--- src/rtl/pkt_trk_pkg.sv ---
// Package: shared types for the packet ready tracker.
// Assumes nothing beyond a single clock domain.
package pkt_trk_pkg;
    // Write-side packet framing state.
    typedef enum logic {
        WS_IDLE = 1'b0,
        WS_OPEN = 1'b1
    } wr_state_t;
endpackage

--- src/rtl/pkt_wr_ctrl.sv ---
// Write-side framing control. It tracks whether a packet is open and which
// queue owns it, decides which queue a completion counts against, and
// flags framing violations. Assumes mode_i is constant outside reset.
module pkt_wr_ctrl
    import pkt_trk_pkg::*;
#(
    parameter int NQ = 16,
    localparam int QW = $clog2(NQ)
) (
    input  logic          clk,
    input  logic          rst_n,
    input  logic          mode_i,
    input  logic          wr_en_i,
    input  logic [QW-1:0] wr_q_i,
    input  logic          wr_sop_i,
    input  logic          wr_eop_i,
    output logic          inc_v_o,
    output logic [QW-1:0] inc_q_o,
    output logic          err_o
);
    wr_state_t     state_q;
    logic [QW-1:0] lock_q;
    logic          is_open;
    logic          bad_switch, bad_sop, bad_eop, act;

    // Decode the framing decision for the current write word.
    always_comb begin
        is_open    = (state_q == WS_OPEN);
        act        = mode_i && wr_en_i;
        bad_switch = act && is_open && (wr_q_i != lock_q);
        bad_sop    = act && is_open && wr_sop_i;
        bad_eop    = act && !is_open && wr_eop_i && !wr_sop_i;
        inc_v_o    = act && wr_eop_i && (is_open || wr_sop_i);
        inc_q_o    = is_open ? lock_q : wr_q_i;
        err_o      = bad_switch || bad_sop || bad_eop;
    end

    // Advance the open/closed state and capture the owning queue.
    always_ff @(posedge clk) begin
        if (!rst_n) begin
            state_q <= WS_IDLE;
            lock_q  <= '0;
        end else if (act) begin
            if (is_open && wr_eop_i) begin
                state_q <= WS_IDLE;
            end else if (!is_open && wr_sop_i && !wr_eop_i) begin
                state_q <= WS_OPEN;
                lock_q  <= wr_q_i;
            end
        end
    end

    // an open packet keeps its owner until its end marker is written.
    p_lock_hold_r6: assert property (@(posedge clk) disable iff (!rst_n)
        (state_q == WS_OPEN && !(wr_en_i && wr_eop_i))
        |=> (state_q == WS_OPEN && $stable(lock_q)));

    // the end marker of an open packet closes it.
    p_close_on_eop_r3: assert property (@(posedge clk) disable iff (!rst_n)
        (state_q == WS_OPEN && mode_i && wr_en_i && wr_eop_i) |=> (state_q == WS_IDLE));
endmodule

--- src/rtl/pkt_cnt_bank.sv ---
// Bank of per-queue complete-packet counters. It counts up on completion,
// down on an end-marker read, saturates at both ends and reports the
// blocked cases as overflow and underflow pulses.
// Assumes at most one completion and one read per cycle.
module pkt_cnt_bank #(
    parameter int NQ    = 16,
    parameter int CNT_W = 6,
    localparam int QW   = $clog2(NQ)
) (
    input  logic             clk,
    input  logic             rst_n,
    input  logic             inc_v_i,
    input  logic [QW-1:0]    inc_q_i,
    input  logic             dec_v_i,
    input  logic [QW-1:0]    dec_q_i,
    output logic [CNT_W-1:0] cnt_o [NQ],
    output logic             ovf_o,
    output logic             unf_o
);
    localparam logic [CNT_W-1:0] CNT_MAX = {CNT_W{1'b1}};

    logic same_q;

    // Flag completions and reads that the saturating counters refuse.
    always_comb begin
        same_q = inc_v_i && dec_v_i && (inc_q_i == dec_q_i);
        ovf_o  = inc_v_i && !same_q && (cnt_o[inc_q_i] == CNT_MAX);
        unf_o  = dec_v_i && !same_q && (cnt_o[dec_q_i] == '0);
    end

    for (genvar i = 0; i < NQ; i++) begin : g_q
        logic up, dn;
        assign up = inc_v_i && (inc_q_i == QW'(i));
        assign dn = dec_v_i && (dec_q_i == QW'(i));

        // Saturating up/down count of complete packets in queue i.
        always_ff @(posedge clk) begin
            if (!rst_n) begin
                cnt_o[i] <= '0;
            end else if (up && !dn && cnt_o[i] != CNT_MAX) begin
                cnt_o[i] <= cnt_o[i] + 1'b1;
            end else if (dn && !up && cnt_o[i] != '0) begin
                cnt_o[i] <= cnt_o[i] - 1'b1;
            end
        end

        // a read with an empty count never wraps.
        p_no_underflow_r9: assert property (@(posedge clk) disable iff (!rst_n)
            (dn && !up && cnt_o[i] == '0) |=> (cnt_o[i] == '0));

        // a completion at the maximum holds the maximum.
        p_no_overflow_r10: assert property (@(posedge clk) disable iff (!rst_n)
            (up && !dn && cnt_o[i] == CNT_MAX) |=> (cnt_o[i] == CNT_MAX));

        // an unblocked completion raises the count by exactly one.
        p_count_up_r3: assert property (@(posedge clk) disable iff (!rst_n)
            (up && !dn && cnt_o[i] != CNT_MAX) |=> (cnt_o[i] == $past(cnt_o[i]) + 1'b1));

        // a completion and a read in the same cycle cancel.
        p_cancel_r12: assert property (@(posedge clk) disable iff (!rst_n)
            (up && dn) |=> $stable(cnt_o[i]));
    end
endmodule

--- src/rtl/pkt_ready_tracker.sv ---
// Top level: captures the mode during reset, joins the write framing
// control with the counter bank, and drives the ready flag, the available
// output and the sticky error bit. Assumes one clock and a synchronous
// active-low reset held for at least one edge.
module pkt_ready_tracker #(
    parameter int NQ    = 16,
    parameter int CNT_W = 6,
    localparam int QW   = $clog2(NQ)
) (
    input  logic          clk,
    input  logic          rst_n,
    input  logic          pkt_mode_i,
    input  logic          wr_en_i,
    input  logic [QW-1:0] wr_q_i,
    input  logic          wr_sop_i,
    input  logic          wr_eop_i,
    input  logic          rd_en_i,
    input  logic [QW-1:0] rd_q_i,
    input  logic          rd_eop_i,
    input  logic          rd_valid_i,
    output logic          pkt_rdy_n_o,
    output logic          pkt_avail_o,
    output logic          proto_err_o
);
    logic             mode_q;
    logic             inc_v, dec_v, wr_err, ovf, unf;
    logic [QW-1:0]    inc_q;
    logic [CNT_W-1:0] cnt [NQ];

    // Capture the operating mode while reset is held.
    always_ff @(posedge clk) begin
        if (!rst_n) mode_q <= pkt_mode_i;
    end

    pkt_wr_ctrl #(.NQ(NQ)) u_wr (
        .clk(clk), .rst_n(rst_n), .mode_i(mode_q),
        .wr_en_i(wr_en_i), .wr_q_i(wr_q_i),
        .wr_sop_i(wr_sop_i), .wr_eop_i(wr_eop_i),
        .inc_v_o(inc_v), .inc_q_o(inc_q), .err_o(wr_err)
    );

    assign dec_v = mode_q && rd_en_i && rd_eop_i;

    pkt_cnt_bank #(.NQ(NQ), .CNT_W(CNT_W)) u_cnt (
        .clk(clk), .rst_n(rst_n),
        .inc_v_i(inc_v), .inc_q_i(inc_q),
        .dec_v_i(dec_v), .dec_q_i(rd_q_i),
        .cnt_o(cnt), .ovf_o(ovf), .unf_o(unf)
    );

    // Hold any protocol violation until the next reset.
    always_ff @(posedge clk) begin
        if (!rst_n)                  proto_err_o <= 1'b0;
        else if (wr_err || ovf || unf) proto_err_o <= 1'b1;
    end

    // Ready flag for the read queue and its qualified form.
    always_comb begin
        pkt_rdy_n_o = !(mode_q && (cnt[rd_q_i] != '0));
        pkt_avail_o = !pkt_rdy_n_o && rd_valid_i;
    end

    // the captured mode never changes outside reset.
    p_mode_hold_r1: assert property (@(posedge clk) disable iff (!rst_n)
        $past(rst_n) |-> $stable(mode_q));

    // the error bit is sticky.
    p_err_sticky_r11: assert property (@(posedge clk) disable iff (!rst_n)
        proto_err_o |=> proto_err_o);

    // in standard mode no violation is ever recorded.
    p_std_no_err_r1: assert property (@(posedge clk) disable iff (!rst_n)
        !mode_q |=> !proto_err_o);
endmodule

--- config.mk ---
export PLATFORM = sky130hd
export DESIGN_NAME = pkt_ready_tracker
export DESIGN_NICKNAME = d
export VERILOG_FILES = /design/src/rtl/pkt_trk_pkg.sv /design/src/rtl/pkt_wr_ctrl.sv /design/src/rtl/pkt_cnt_bank.sv /design/src/rtl/pkt_ready_tracker.sv
export SDC_FILE = /design/constraint.sdc
export NUM_CORES = 1
export LEC_CHECK = 0
export ABC_AREA = 1
export BUFFER_PORTS_ARGS = -buffer_cell sky130_fd_sc_hd__buf_2
export CAP_MARGIN = 30
export CORE_MARGIN = 2
export CORE_UTILIZATION = 50
export DETAILED_ROUTE_END_ITERATION = 6
export PLACE_DENSITY_LB_ADDON = 0.12
export SLEW_MARGIN = 40
export SYNTH_ARGS = -nofsm -noshare
export SYNTH_HDL_FRONTEND = slang
export SYNTH_SLANG_ARGS = --single-unit
--- constraint.sdc ---
create_clock -name clk -period 7.26 [get_ports clk]
set_input_delay 0 -clock clk [delete_from_list [all_inputs] [get_ports clk]]
set_output_delay 0 -clock clk [all_outputs]
set_load 0.005 [all_outputs]
==> flow_summary.toml, run 1 <==
[status]
outcome = "complete, no violations"

[floorplan]
num_rows = 49
core_sq_um = 17800
die_h_um = 139
die_x_um = 139
dieArea_sq_um = 19200
pin_count = 20
start_util = 0.508

[routing]
via_count = 8982
viasPerCell = 5.37
drt_iter0_drc = 622
drtPass1Iterations = 5
drc_errors = 0
ant_nets = 0
detail_route.wl_per_cell_um = 14.2
drt-total-wl_um = 23700

[grt]
grt_antenna_before_repair = 0
grt_max_degree = 53
grt_pass1_wl_um = 39600
grt_pass1_vias = 8071
grt_usage = 0.248
gr-total-overflow = 0

[logic_synthesis]
ys_types = 44
yosys_warnings = 0
synthXorXnorAreaFrac = 0.0483
synth.area.top_cells = "dfxtp_1, nand2_1, ha_1"
synth-compound-area-share = 0.163
syn_avg_cell_area_sq_um = 6.29
synth_adder_area_share = 0.125
synth_top_family_by_area = "simple AND/OR/NAND/NOR gates"
ys_seq_area_frac = 0.229
synth_top_area_cell = "dfxtp_1"
synthCells = 1439
synth_edf_count = 1
synth_nets = 1537
netlist_area_sq_um = 9060
yosysTopAreaCellShare = 0.225
synthFlopType = "dfxtp_1"
synthSimpleGateAreaFrac = 0.352
ys_ff_latch = 103
async_flop_share = 0
muxShareOfSynthArea = 0

[sta]
relSlewSlack = 0.501
worst_pin_slew_ps = 746
period_needed_ps = 3770
layout_setup_ws_ps = 3490
period_share = 0.519
finalMaxSlewViolations = 0
rsz0062_at_grt = "no"
hold_viol = 0
finalSetupTns_ps = 0
setup_viol_count_final = 0
clock_skew_ps = 10.1
max_freq_mhz = 266

[final_layout]
drive_above_1_share = 0.0623
final_cell_mix = "nand2_1, inv_1, a21oi_1, o21ai_0, dfxtp_1"
diodes = 0
nNetsFinal = 1538
syn_to_final_growth_pct = 5.86
layout_commonest_cell = "nand2_1"

[placement]
pre_cts_ws_ps = 3300
gp_congestion = 0.905
place_hpwl_um = 17400
portBuffers = 19

[critical_path]
crit_type = "reg2reg"
crit_fanout = 48
path_cells = "inv_4 > nand2_1 > nand2_4 > nor2_2 > nand3_1 > ha_1 > a21oi_1 > nand2_1 > nand2_1 > nand2_1 > a21oi_1 > inv_1 > o21ai_0 > nand2_1 > o21ai_0 > a21oi_1"
startpoint = "u_wr.is_open"
r2r-start = "u_wr.is_open"
endpoint_kind = "flop"
crit_buf_inv = 2
crit_required_ps = 7510
cp_top_family = "simple AND/OR/NAND/NOR gates"
cp_slowest_cell = "nor2_2"
startpoint_type = "flop"
crit_top_cell = "nand2_1"
critPathArrivalTime_ps = 4020
worst_path_largest_cell_delay_ps = 680

[cts]
clk_path_buf_depth = 2
root_buffer = "clkbuf_16"
cts.repair.resized = 0
clk_latency_ps = 370
numCtsBuffers = 9
cts.sinks = 103
cts_tree = "done"
path_clk_slew_ps = 80
htreeDepth = 3
postCtsSetupRepairBufs = 0

[min_path]
holdCritStartpoint = "rst_n"
hold_class = "in2reg"

[power]
power_leakage_nw = 4.56
p_per_area_nw_per_um2 = 130
peakVddDrop_mv = 0.169

[job]
maxCapViolCount = 0
-- logic make-up after synthesis --
group                    count (synthesis)
AND/OR/NAND/NOR                        743
XOR/XNOR                                50
adder cells (fa/ha/maj)                 81
AO/OA/AOI/OAI                          283
buffers and inverters                  179
flip-flops                             103
-- report_power, final --
group,internal [mW],leakage (nW),switching (mW)
clock network,0.241,0.144,0.252
registers,0.571,0.832,0.00770
logic,0.0539,3.59,0.124
-- final timing paths --
path                          end  slack (ps)  cells past startpoint
setup / recovery  u_cnt.cnt_o[71]        3490                     16
hold / removal    u_cnt.cnt_o[63]         120                      3
setup reg to reg  u_cnt.cnt_o[71]        3490                     16
hold reg to reg   u_cnt.cnt_o[23]         490                      2
-- layout make-up --
class | instances | area [sq um]
inverter | 144 | 546
sequential | 103 | 2070
tap | 229 | 287
clock buffer | 9 | 225
timing repair buffer | 25 | 155
fill | 1811 | 8250
clock inverter | 7 | 60.1
multi-input combinational | 1157 | 6240
-- through the flow --
step | cell area [sq um] | total power [mW] | cells | hold slack [ps] | utilization
5_1_grt | 9590 | 1.30 | 1674 | 146 | 0.537
3_3_place_gp | 9240 | 0.763 | 1653 | 177 | 0.518
3_5_place_dp | 9240 | 0.764 | 1653 | 199 | 0.518
2_1_floorplan | 9060 | 0.722 | 1439 | 70.7 | -
4_1_cts | 9580 | 1.26 | 1674 | 102 | 0.537
6_report | 9590 | 1.25 | 1674 | 116 | 0.537
-- timing repair --
action | CTS | global route
hold buffers | 5 | 0
endpoints found under the hold margin | 5 | 0
setup endpoints to repair | 0 | 0
-- cell usage after synthesis (2+ instances only) --
master / instances
a21oi_1: 137
buf_1: 2
buf_2: 9
buf_4: 3
buf_6: 7
clkbuf_1: 14
dfxtp_1: 102
fa_1: 16
ha_1: 65
inv_1: 139
inv_2: 2
inv_4: 2
nand2_1: 459
nand2_2: 23
nand3_1: 91
nand3_2: 2
nand3b_1: 2
nand4_1: 19
nor2_1: 101
nor2_2: 5
nor2_4: 6
nor3_1: 16
nor4_1: 11
o211ai_1: 7
o21ai_0: 105
o21ai_1: 23
o21ai_2: 3
o21bai_1: 2
or2_2: 3
xnor2_1: 44
xor2_1: 6
-- state kept, by name, indices dropped and copies added (netlist names) --
signal	cells
u_cnt.cnt_o	96
u_wr.lock_q	4
mode_q	1
proto_err_o	1
u_wr.is_open	1
-- metal layers --
layer	vias up	track usage	wire, um
li1	4734	-	-
met4	0	0.0693	363
met2	195	0.414	11000
met3	32	0.0307	1010
met5	-	0	0
met1	4021	0.338	11400
-- worst register-to-register path, stage by stage, from the launching register on --
cell and delay, ps:
dfxtp_1 560, inv_4 100, nand2_1 110, nand2_4 290, nor2_2 710, nand3_1 420
ha_1 450, a21oi_1 150, nand2_1 100, nand2_1 70, nand2_1 50, a21oi_1 160
inv_1 50, o21ai_0 150, nand2_1 80, o21ai_0 150, a21oi_1 60
No activity file was read; power rests on OpenSTA's default activity.
==> run 2, diff against run 1 <==
==> constraint.sdc (replaced) <==
create_clock -name clk -period 3.5 [get_ports clk]
set_input_delay 0 -clock clk [delete_from_list [all_inputs] [get_ports clk]]
set_output_delay 0 -clock clk [all_outputs]
set_load 0.005 [all_outputs]
==> flow_summary.toml, run 2 (synthesis results as in run 1) <==
[sta]
period_needed_ps = 3110
relSlewSlack = 0.623
whs_ps = 25.6
hold_viol = 0
worst_pin_slew_ps = 562
rsz0062_at_grt = "no"
clock_skew_ps = 7.85
period_share = 0.889
setup_viol_count_final = 0
layout_setup_ws_ps = 389
max_freq_mhz = 321
finalMaxSlewViolations = 0
finalSetupTns_ps = 0

[power]
p_per_area_nw_per_um2 = 266
power_leakage_nw = 4.64
peakVddDrop_mv = 0.252

[min_path]
hold_class = "in2reg"

[placement]
gp_congestion = 0.938
place_hpwl_um = 18000
pre_cts_ws_ps = 209
portBuffers = 19

[final_layout]
diodes = 0
final_cell_mix = "nand2_1, inv_1, a21oi_1, o21ai_0"
syn_to_final_growth_pct = 7.17
drive_above_1_share = 0.0745
largest_register = "u_cnt.cnt_o"
largest_reg_flops = 96
layout_commonest_cell = "nand2_1"
multiInputGateArea_sq_um = 6240
seq_area_sq_um = 2070
reg_top3 = "u_cnt.cnt_o: 96 flops, u_wr.lock_q: 4 flops"
fillers = 1761
nNetsFinal = 1556

[critical_path]
worst_path_largest_cell_delay_ps = 460
cp_top_family = "simple AND/OR/NAND/NOR gates"
crit_type = "reg2reg"
startpoint_type = "flop"
cp_slowest_cell = "dfxtp_2"
crit_top_cell = "nand2_1"
crit_buf_inv = 4
crit_required_ps = 3760
critPathArrivalTime_ps = 3370
path_cells = "inv_4 > nand2_2 > nand2_2 > buf_4 > nor2_1 > buf_4 > nand2_1 > nor2_1 > o21ai_1 > ha_1 > a21oi_1 > nand2_1 > nand2_1 > nand2_1 > a21oi_1 > inv_1 > nand2_1 > nand2_1 > o21ai_0 > a21oi_1"
crit_fanout = 17
endpoint_kind = "flop"

[status]
outcome = "complete, no violations"

[floorplan]
num_rows = 49
die_x_um = 139
die_h_um = 139
start_util = 0.508
core_sq_um = 17800
dieArea_sq_um = 19200
pin_count = 20

[cts]
path_clk_slew_ps = 80
clk_path_buf_depth = 2
clk_latency_ps = 370
root_buffer = "clkbuf_16"
cts_tree = "done"
postCtsSetupRepairBufs = 0
numCtsBuffers = 9
cts.sinks = 103
htreeDepth = 3

[routing]
drt_iter0_drc = 656
drtPass1Iterations = 5
viasPerCell = 5.34
ant_nets = 0
detail_route.wl_per_cell_um = 14.1
drt-total-wl_um = 23900
drc_errors = 0
via_count = 9042

[grt]
grt_antenna_before_repair = 0
grt_usage = 0.257
grt_pass1_wl_um = 41000
gr-total-overflow = 0
grt_max_degree = 45
grt_pass1_vias = 8392

[job]
maxCapViolCount = 0
==> run 2: worst reg2reg max path: cells and delay by family (launching register included) <==
family          cells  cell delay [ps]
buf+inv             4              570
compound gates      5              710
flops               1              460
simple gates       10              860
fa+ha+maj           1              410
==> run 2: metrics by stage <==
step | cells | area (sq um) | power (mW) | util
floorplan | 1439 | 9060 | 1.50 | -
global placement | 1672 | 9380 | 1.60 | 0.526
detailed placement | 1672 | 9380 | 1.60 | 0.526
CTS | 1692 | 9700 | 2.61 | 0.544
global route | 1692 | 9710 | 2.70 | 0.544
finish | 1692 | 9710 | 2.58 | 0.544
==> run 2: routing by layer <==
metal	up-vias	track usage	wire, um
li1	4768	-	-
met1	4037	0.343	11200
met2	203	0.441	11100
met3	34	0.0311	1040
met4	0	0.0720	496
met5	-	0	0
==> run 2: worst paths after layout <==
| check | from | endpoint | slack (ps) | depth (start not counted) |
|---|---|---|---|---|
| setup / recovery | u_wr.is_open | u_cnt.cnt_o[23] | 390 | 20 |
| setup reg to reg | u_wr.is_open | u_cnt.cnt_o[23] | 390 | 20 |
| hold reg to reg | u_cnt.cnt_o[17] | u_cnt.cnt_o[17] | 500 | 2 |
| hold / removal | wr_q_i[0] | u_wr.lock_q[0] | 30 | 3 |
==> run 2: layout make-up <==
cell class | count | area share
clock buffers | 9 | 0.0232
clock inverters | 7 | 0.00541
inverters | 144 | 0.0562
multi-input cells | 1157 | 0.643
flip-flops and latches | 103 | 0.214
well taps | 229 | 0.0295
repair buffers | 43 | 0.0294
==> run 2: where the power goes <==
| group | switching (mW) | leakage [nW] | internal [mW] |
|---|---|---|---|
| combinational | 0.260 | 3.67 | 0.123 |
| sequential | 0.0162 | 0.833 | 1.19 |
| clock | 0.505 | 0.137 | 0.491 |
==> run 2: what timing repair did <==
| action | 4_1_cts | 5_1_grt |
|---|---|---|
| endpoints found under the hold margin | 4 | 0 |
| setup endpoints to repair | 0 | 6 |
| hold buffers | 4 | 0 |
| resized for setup | 0 | 2 |
